==> src/rtl/ea_gen_pkg.sv <==
// Package: shared mode encoding and helper functions for the address generator.
// Assumes an 8-bit byte and a 16-bit address bus (two bytes per address).
package ea_gen_pkg;

    typedef enum logic [2:0] {
        AM_NONE = 3'd0,
        AM_IMM  = 3'd1,
        AM_ZPG  = 3'd2,
        AM_ABS  = 3'd3,
        AM_IDXA = 3'd4,
        AM_IDXB = 3'd5,
        AM_BRA  = 3'd6,
        AM_SPARE = 3'd7
    } amode_e;

    // Number of operand bytes that follow the opcode for a given mode.
    function automatic logic [1:0] operand_bytes(input amode_e m, input logic wide16);
        case (m)
            AM_IMM:                        operand_bytes = wide16 ? 2'd2 : 2'd1;
            AM_ZPG, AM_IDXA, AM_IDXB, AM_BRA: operand_bytes = 2'd1;
            AM_ABS:                        operand_bytes = 2'd2;
            default:                       operand_bytes = 2'd0;
        endcase
    endfunction

    // True when a mode produces an effective address.
    function automatic logic mode_has_ea(input amode_e m);
        mode_has_ea = !(m == AM_NONE || m == AM_SPARE);
    endfunction

endpackage

==> src/rtl/ea_gen_page.sv <==
// Page tracker: watches candidate selector bytes and holds the chosen opcode
// page until an instruction issues, then returns to the default page.
// Assumes the selector codes are distinct; code k of SEL_CODES picks page k+1.
module ea_gen_page #(
    parameter int BYTE_W = 8,
    parameter int PAGE_W = 2,
    parameter int NSEL   = 3,
    parameter logic [NSEL*BYTE_W-1:0] SEL_CODES = {8'hCD, 8'h1A, 8'h18}
) (
    input  logic              clk,
    input  logic              rst_n,
    input  logic              pre_we,
    input  logic [BYTE_W-1:0] pre_byte,
    input  logic              ins_valid,
    output logic [PAGE_W-1:0] page_o,
    output logic              sel_cnt_o
);
    logic [NSEL-1:0]   hit;
    logic [PAGE_W-1:0] hit_page;
    logic              any_hit;
    logic [PAGE_W-1:0] page_q;

    // One comparator per extra page.
    for (genvar k = 0; k < NSEL; k++) begin : g_cmp
        assign hit[k] = pre_we && (pre_byte == SEL_CODES[k*BYTE_W +: BYTE_W]);
    end

    // Encode the comparator that matched into a page number.
    always_comb begin
        hit_page = '0;
        for (int k = 0; k < NSEL; k++) begin
            if (hit[k]) hit_page = PAGE_W'(k + 1);
        end
    end

    assign any_hit = |hit;

    // Hold the selected page; issue consumes it, a same-cycle selector re-arms it.
    always_ff @(posedge clk) begin
        if (!rst_n) begin
            page_q <= '0;
        end else if (ins_valid) begin
            page_q <= any_hit ? hit_page : '0;
        end else if (any_hit) begin
            page_q <= hit_page;
        end
    end

    assign page_o    = page_q;
    assign sel_cnt_o = (page_q != '0);

    a_r8_page_consumed: assert property (@(posedge clk) disable iff (!rst_n)
        (ins_valid && !pre_we) |=> (page_o == '0));

    a_r8_other_byte_ignored: assert property (@(posedge clk) disable iff (!rst_n)
        (pre_we && !any_hit && !ins_valid) |=> $stable(page_o));

endmodule

==> src/rtl/ea_gen_calc.sv <==
// Address calculator: combinational effective address for one instruction.
// Assumes the address is exactly two bytes wide; all sums wrap modulo 2^ADDR_W.
module ea_gen_calc
    import ea_gen_pkg::*;
#(
    parameter int BYTE_W = 8,
    parameter int ADDR_W = 16
) (
    input  amode_e            mode,
    input  logic [BYTE_W-1:0] b1,
    input  logic [BYTE_W-1:0] b2,
    input  logic [ADDR_W-1:0] ix,
    input  logic [ADDR_W-1:0] iy,
    input  logic [ADDR_W-1:0] opnd_pc,
    input  logic              taken,
    output logic [ADDR_W-1:0] ea,
    output logic              ea_valid
);
    localparam int HI_W = ADDR_W - BYTE_W;

    logic [ADDR_W-1:0] off_zx;
    logic [ADDR_W-1:0] off_sx;
    logic [ADDR_W-1:0] seq_pc;
    logic [ADDR_W-1:0] idx_base;

    // Offset extensions and the sequential address after a one-byte operand.
    always_comb begin
        off_zx   = {{HI_W{1'b0}}, b1};
        off_sx   = {{HI_W{b1[BYTE_W-1]}}, b1};
        seq_pc   = opnd_pc + ADDR_W'(1);
        idx_base = (mode == AM_IDXB) ? iy : ix;
    end

    // Mode multiplexer for the effective address.
    always_comb begin
        case (mode)
            AM_IMM:           ea = opnd_pc;
            AM_ZPG:           ea = {{HI_W{1'b0}}, b1};
            AM_ABS:           ea = {b1, b2};
            AM_IDXA, AM_IDXB: ea = idx_base + off_zx;
            AM_BRA:           ea = taken ? (seq_pc + off_sx) : seq_pc;
            default:          ea = '0;
        endcase
        ea_valid = mode_has_ea(mode);
    end

endmodule

==> src/rtl/ea_gen_len.sv <==
// Length calculator: selector byte + opcode + operand bytes.
// Assumes at most one selector byte precedes an opcode.
module ea_gen_len
    import ea_gen_pkg::*;
#(
    parameter int LEN_W = 3
) (
    input  amode_e            mode,
    input  logic              wide,
    input  logic              sel_cnt,
    output logic [LEN_W-1:0]  len
);
    // Sum the three parts of the instruction.
    always_comb begin
        len = LEN_W'(sel_cnt) + LEN_W'(1) + LEN_W'(operand_bytes(mode, wide));
    end
endmodule

==> src/rtl/ea_gen.sv <==
// Effective address generator top: registers the address, its valid flag,
// the opcode page and the instruction length one cycle after issue.
// Assumes ins_valid is presented with all operand fields stable for one cycle.
module ea_gen
    import ea_gen_pkg::*;
#(
    parameter int BYTE_W = 8,
    parameter int ADDR_W = 16,
    parameter int LEN_W  = 3,
    parameter int PAGE_W = 2
) (
    input  logic              clk,
    input  logic              rst_n,
    input  logic              pre_we,
    input  logic [BYTE_W-1:0] pre_byte,
    input  logic              ins_valid,
    input  logic [2:0]        mode,
    input  logic              wide,
    input  logic [BYTE_W-1:0] opnd_b1,
    input  logic [BYTE_W-1:0] opnd_b2,
    input  logic [ADDR_W-1:0] ix,
    input  logic [ADDR_W-1:0] iy,
    input  logic [ADDR_W-1:0] opnd_pc,
    input  logic              taken,
    output logic [ADDR_W-1:0] ea,
    output logic              ea_valid,
    output logic [LEN_W-1:0]  ins_len,
    output logic [PAGE_W-1:0] page,
    output logic              out_valid
);
    localparam int HI_W = ADDR_W - BYTE_W;

    amode_e            mode_e;
    logic [PAGE_W-1:0] cur_page;
    logic              sel_cnt;
    logic [ADDR_W-1:0] ea_c;
    logic              ea_valid_c;
    logic [LEN_W-1:0]  len_c;
    amode_e            mode_q;

    assign mode_e = amode_e'(mode);

    ea_gen_page #(.BYTE_W(BYTE_W), .PAGE_W(PAGE_W)) u_page (
        .clk       (clk),
        .rst_n     (rst_n),
        .pre_we    (pre_we),
        .pre_byte  (pre_byte),
        .ins_valid (ins_valid),
        .page_o    (cur_page),
        .sel_cnt_o (sel_cnt)
    );

    ea_gen_calc #(.BYTE_W(BYTE_W), .ADDR_W(ADDR_W)) u_calc (
        .mode     (mode_e),
        .b1       (opnd_b1),
        .b2       (opnd_b2),
        .ix       (ix),
        .iy       (iy),
        .opnd_pc  (opnd_pc),
        .taken    (taken),
        .ea       (ea_c),
        .ea_valid (ea_valid_c)
    );

    ea_gen_len #(.LEN_W(LEN_W)) u_len (
        .mode    (mode_e),
        .wide    (wide),
        .sel_cnt (sel_cnt),
        .len     (len_c)
    );

    // Capture results on issue; hold them otherwise.
    always_ff @(posedge clk) begin
        if (!rst_n) begin
            ea       <= '0;
            ea_valid <= 1'b0;
            ins_len  <= '0;
            page     <= '0;
            mode_q   <= AM_NONE;
        end else if (ins_valid) begin
            ea       <= ea_c;
            ea_valid <= ea_valid_c;
            ins_len  <= len_c;
            page     <= cur_page;
            mode_q   <= mode_e;
        end
    end

    // Issue strobe, delayed by one register.
    always_ff @(posedge clk) begin
        if (!rst_n) out_valid <= 1'b0;
        else        out_valid <= ins_valid;
    end

    a_r2_zero_page_high: assert property (@(posedge clk) disable iff (!rst_n)
        (out_valid && mode_q == AM_ZPG) |-> (ea[ADDR_W-1:BYTE_W] == HI_W'(0)));

    a_r7_no_address: assert property (@(posedge clk) disable iff (!rst_n)
        (out_valid && (mode_q == AM_NONE || mode_q == AM_SPARE)) |-> (!ea_valid && ea == '0));

    a_r9_len_bounds: assert property (@(posedge clk) disable iff (!rst_n)
        out_valid |-> (ins_len >= LEN_W'(1) && ins_len <= LEN_W'(4)));

    a_r10_issue_strobe: assert property (@(posedge clk) disable iff (!rst_n)
        ins_valid |=> out_valid);

    a_r10_idle_hold: assert property (@(posedge clk) disable iff (!rst_n)
        !ins_valid |=> (!out_valid && $stable(ea) && $stable(ins_len) && $stable(page)));

endmodule

==> config.mk <==
export PLATFORM = sky130hd
export DESIGN_NAME = ea_gen
export DESIGN_NICKNAME = d
export VERILOG_FILES = /design/src/rtl/ea_gen_pkg.sv /design/src/rtl/ea_gen_page.sv /design/src/rtl/ea_gen_calc.sv /design/src/rtl/ea_gen_len.sv /design/src/rtl/ea_gen.sv
export SDC_FILE = /design/constraint.sdc
export NUM_CORES = 1
export LEC_CHECK = 0
export BUFFER_PORTS_ARGS = -buffer_cell sky130_fd_sc_hd__buf_4
export CORE_MARGIN = 5
export CORE_UTILIZATION = 30
export CTS_CLUSTER_DIAMETER = 50
export DETAILED_ROUTE_END_ITERATION = 6
export PLACE_DENSITY_LB_ADDON = 0.25
export SLEW_MARGIN = 20
export SYNTH_ARGS = -nofsm -noshare
export SYNTH_HDL_FRONTEND = slang
export SYNTH_SLANG_ARGS = --single-unit
==> constraint.sdc <==
create_clock -name clk -period 9.5 [get_ports clk]
set_clock_uncertainty 0.2 [all_clocks]
set_input_delay 0.95 -clock clk [delete_from_list [all_inputs] [get_ports clk]]
set_output_delay 0.95 -clock clk [all_outputs]
set_load 0.005 [all_outputs]
# [After elaboration in Yosys (flattened, before gate mapping)]
# Cells that the tools add are included.
[op_classes] add_sub_neg=5 mul=0 n_div=0 n_lt_le_gt_ge=0 eq_ne=10 n_shift=0 n_mux=11 bitwise_logic=0 n_reduce_logical=11
[ops] operator="16-bit case mux with 5 select lines" count=1
[ops] operator="16-bit 2-to-1 mux" count=2
[ops] operator="16-bit by 1-bit adder with 16-bit output (second input constant)" count=1
[ops] operator="16-bit adder" count=1
[ops] operator="16-bit by 8-bit adder with 16-bit output" count=1
[ops] operator="8-bit by 5-bit equality test with 1-bit output (second input constant)" count=2
[ops] operator="3-bit equality test (second input constant)" count=4
[ops] operator="2-bit 2-to-1 mux" count=6
[ops] operator="8-bit equality test (second input constant)" count=1
[ops] operator="3-bit by 2-bit equality test with 1-bit output (second input constant)" count=2
[ops] operator="2-bit case mux with 3 select lines" count=1
[ops] operator="2-bit nonzero test" count=2
[ops] operator="4-bit OR reduction" count=1
[ops] operator="3-bit by 2-bit adder with 3-bit output" count=1
[ops] operator="3-bit by 1-bit equality test with 1-bit output (second input constant)" count=1
[ops] operator="1-bit logical AND" count=3
[ops] operator="3-bit logical NOT" count=1
[ops] operator="3-bit OR reduction" count=1
[ops] operator="1-bit by 1-bit adder with 2-bit output (second input constant)" count=1
[ops] operator="2-bit OR reduction" count=1
[ops] operator="1-bit logical NOT" count=1
[ops] operator="1-bit logical OR" count=1
[ops] operator="1-bit 2-to-1 mux" count=1
[word_totals] ff_bits=25 latchBits=0 ramBits=0 romBits=0 in_bits=81 out_inout_bits=23 word_cells=43 memories=0

# [Logic depth before layout (Yosys ltp)]
[depth] depth_word=7 ltp_mapped=15 depth_no_buf=13

# [Cells and area by module]
# From an unflattened synthesis, not the netlist that was laid out.
[hier_totals] cells_unflattened=443 area_unflattened_um2=3515.9
[by_module_without_submodules] mod="ea_gen_calc" instances=1 cells_each=341 area_per_inst_um2=2389.8 seq_area_each_um2=0.0
[by_module_without_submodules] mod="ea_gen" instances=1 cells_each=73 area_per_inst_um2=883.3 seq_area_each_um2=460.4
[by_module_without_submodules] mod="ea_gen_page" instances=1 cells_each=19 area_per_inst_um2=167.7 seq_area_each_um2=40.0
[by_module_without_submodules] mod="ea_gen_len" instances=1 cells_each=10 area_per_inst_um2=75.1 seq_area_each_um2=0.0

# [Worst setup path after synthesis]
# Ideal clock, no wire load.
[synth_path] path_kind="input to register" start="in mode[1]" end="reg ea[13]" setup_time_ps=123 arrival_time_ps=3684 required_ps=9177 path_slack_ps=5493 path_stages=13 path_buffers=3 path_cell_list="buf_2 > nand3b_1 > buf_2 > buf_2 > mux2_2 > ha_1 > a211oi_1 > o21ai_0 > a41oi_1 > nor3_1 > xnor2_1 > a221oi_1 > nor2_1"
[synth_between] elab_chain_len=4 elab_cells_between_ends=10 classes_between="add/sub (1); eq/ne (6); mux (2); reduce/logical (1)"
[synth_lines] element="start, declared" line_no="ea_gen.sv:17" rtl="input logic [2:0] mode,"
[synth_lines] element="3-bit equality test" line_no="ea_gen_calc.sv:31, ea_gen_calc.sv:36"
[synth_lines] element="16-bit 2-to-1 mux" line_no="ea_gen_calc.sv:31" rtl="idx_base = (mode == AM_IDXB) ? iy : ix;"
[synth_lines] element="16-bit by 8-bit adder with 16-bit output" line_no="ea_gen_calc.sv:40" rtl="AM_IDXA, AM_IDXB: ea = idx_base + off_zx;"
[synth_lines] element="16-bit case mux with 5 select lines *" line_no="ea_gen_calc.sv:36" rtl="case (mode)"
[synth_lines] element="end signal, assigned" line_no="ea_gen.sv:75" rtl="ea <= '0;"
[synth_lines] element="end signal, assigned" line_no="ea_gen.sv:81" rtl="ea <= ea_c;"
[synth_lines] element="end, declared" line_no="ea_gen.sv:25" rtl="output logic [ADDR_W-1:0] ea,"
# Mark *: on every way between the ends. The rest lies on a longest branch, timed or not.
# A chain may end at the register's enable or synchronous reset.

# [Worst setup path after layout]
# Ends and elaborated chain as after synthesis.

==> reports/qor.yml <==
outcome:
  status: "finished clean"
yosys:
  synth_cells: 457
  synth_area_um2: 3550
  syn-num-nets: 569
  synth_seq_area_share_pct: 14.1
  synth_ff_type: "dfxtp_1"
  synth-seq-cells: 25
  ys.warnings.count: 0
  synth.avg_cell_area_um2: 7.76
  postSynth.asyncResetShare_pct: 0
  synth-edff-count: 0
  synth_cell_type_count: 64
detailed_routing:
  wl_per_cell_um: 18.2
  detail-route-antenna-nets: 0
  num_vias: 3844
  drt_first_pass_iters: 5
  vias_per_cell: 5.60
  drtIter0Drc: 285
  finalWirelength_mm: 12.5
  route.detailed.drc: 0
cts:
  cts_tree: "built"
  clk_pin_slew_ns: 0.06
  clkLatencyLatePin_ns: 0.26
  root_buffer: "clkbuf_16"
  cts.sinks: 25
  cts_setup_buffers: 0
  cts_resized: 0
  cts_buffers: 3
  hold_buffers: 0
  ctsHtreeMaxLevel: 1
  clock_path_buffers: 2
die:
  die_w_um: 119
  die_area_um2: 14100
  placement_rows: 39
  core_region_area_um2: 11500
  die_y_um: 119
  num_io_pins: 104
  start_util_pct: 30.8
critical_path:
  reg2reg_to: "ins_len[1]"
  cp_max_fo: 28
  arrival_ns: 4.38
  ff2ff_setup_slack_ns: 7.83
  critPathLaunchType: "primary input"
  r2r_cells: 6
  path_class: "primary input to register"
  worstPathRequired_ns: 9.44
  rr_startpoint: "u_page.page_o[1]"
  crit_path_end_kind: "register"
flow_run:
  maxCapViolations: 0
global_route:
  grt_pass1_vias: 3699
  antenna_found_initial: 0
  track_usage_pct: 17.0
  grt_max_degree: 29
  grt_remaining_overflow: 0
  grt_pass1_wl_mm: 19.8
final_layout:
  insertedDiodeCount: 0
  drive_gt1_share_pct: 25.0
  fin_cells: 687
  area_growth_pct: 26.8
  fillers: 1211
  final_common_cell: "buf_4"
  final_cell_mix: "103 x buf_4, 34 x nor2_1, 29 x nand2_1"
  final_net_count: 657
  fin_area_um2: 4500
timing:
  relSlewSlack_pct: 41.7
  final-setup-viol-count: 0
  finalMaxSlewViolations: 0
  fin_crit_sh_pct: 46.7
  fin_crit_ns: 4.44
  tns_ns: 0
  rsz0062_at_grt: "no"
  tightest_slew_ns: 0.871
  max_freq_mhz: 225
  hold_viol: 0
placed_design:
  port_buffers: 103
  place_inst: 683
  post_dp_cell_area_um2: 4420
  place.gp.congestion: 0.904
  place_hpwl_mm: 10.3
worst_hold_path:
  hp-class: "register to register"
  min_to: "ea[7]"
  hold_path_depth: 2
  hp-start: "ea[7]"
power:
  worst_ir_drop_vdd_uv: 48.3
  p_leak_nw: 1.93
  powerDensity_nw_per_um2: 92.2
-- state kept, by name, indices dropped and copies added (netlist names) --
| name | cells |
|---|---|
| ea | 16 |
| ea_valid | 1 |
| ins_len | 3 |
| out_valid | 1 |
| page | 2 |
| u_page.page_o | 2 |
-- metal layers --
metal  wire length (µm)  vias to the layer above  GRT usage [%]
met5                  0                        -              0
met4                156                        0           2.82
met3                897                        8           1.81
met2               5780                      133           27.9
met1               5670                     1783           24.3
li1                   -                     1920              -
-- area by class of cell --
type | count | area, µm² | area share [%]
clock buffers | 3 | 75.1 | 1.67
clock inverters | 1 | 5.00 | 0.111
inverters | 14 | 52.6 | 1.17
multi-input cells | 398 | 2910 | 64.7
flip-flops and latches | 25 | 500 | 11.1
well taps | 143 | 179 | 3.98
repair buffers | 103 | 773 | 17.2
-- how the worst max path moves through the flow --
stage | from | end | slack, ns
finish | mode[1] | ea[13] | 5.06
global route | mode[1] | ea[13] | 4.75
CTS | mode[1] | ea[13] | 5.01
detailed placement | mode[1] | ea[13] | 4.74
global placement | mode[1] | ea[13] | 4.82
floorplan | mode[1] | ea[13] | 5.49
-- metrics by stage --
step                      hold slack (ns)  total power, mW  setup slack, ns  util, %
after floorplan                     0.249            0.242             5.49        -
after global placement              0.248            0.319             4.82     38.3
after CTS                           0.272            0.415             5.01     39.0
after detailed placement            0.257            0.321             4.74     38.3
after global routing                0.320            0.443             4.75     39.0
final                               0.261            0.415             5.06     39.0
-- synth_stat cells, types with 5 or more instances --
master / instances / area, µm²
nor2_1: 34 / 128
nand2_1: 29 / 109
ha_1: 28 / 350
o21ai_0: 26 / 130
dfxtp_1: 25 / 500
a21oi_1: 22 / 110
mux2i_1: 19 / 190
xnor2_1: 19 / 166
mux2_2: 18 / 203
nor2b_1: 18 / 113
nand3_1: 17 / 85.1
inv_1: 14 / 52.6
xor2_1: 12 / 105
a211oi_1: 10 / 75.1
clkbuf_1: 10 / 37.5
nand4_1: 10 / 62.6
nor3_1: 10 / 50.1
a221oi_1: 9 / 78.8
a31oi_1: 8 / 50.1
a21o_1: 6 / 45.0
a22oi_1: 6 / 45.0
and2_1: 6 / 37.5
buf_2: 6 / 30.0
o21a_1: 6 / 45.0
and3_1: 5 / 31.3
nor4_1: 5 / 31.3
o21bai_1: 5 / 37.5
o22ai_1: 5 / 31.3
-- power by group --
part / internal, mW / leakage, nW / total [mW] / switching (mW)
Sequential: 0.110 / 0.204 / 0.114 / 0.00355
Combinational: 0.0936 / 1.68 / 0.206 / 0.113
Clock: 0.0567 / 0.0409 / 0.0943 / 0.0376
-- cells by family after synthesis --
family          synth area share [%]
mux                             11.1
flops                           14.1
compound gates                  27.0
fa+ha+maj                       11.6
xor+xnor                        7.66
buf+inv                         3.81
simple gates                    24.7
-- worst max-delay path, cell delays in order --
cell and delay, ns:
buf_4 0.22, nand3b_1 0.71, mux2_2 0.54, ha_1 0.30, a211oi_1 0.33, o21ai_0 0.20
a41oi_1 0.48, nor3_1 0.14, xnor2_1 0.17, a221oi_1 0.26, nor2_1 0.08
No activity file was read; power rests on OpenSTA's default activity.
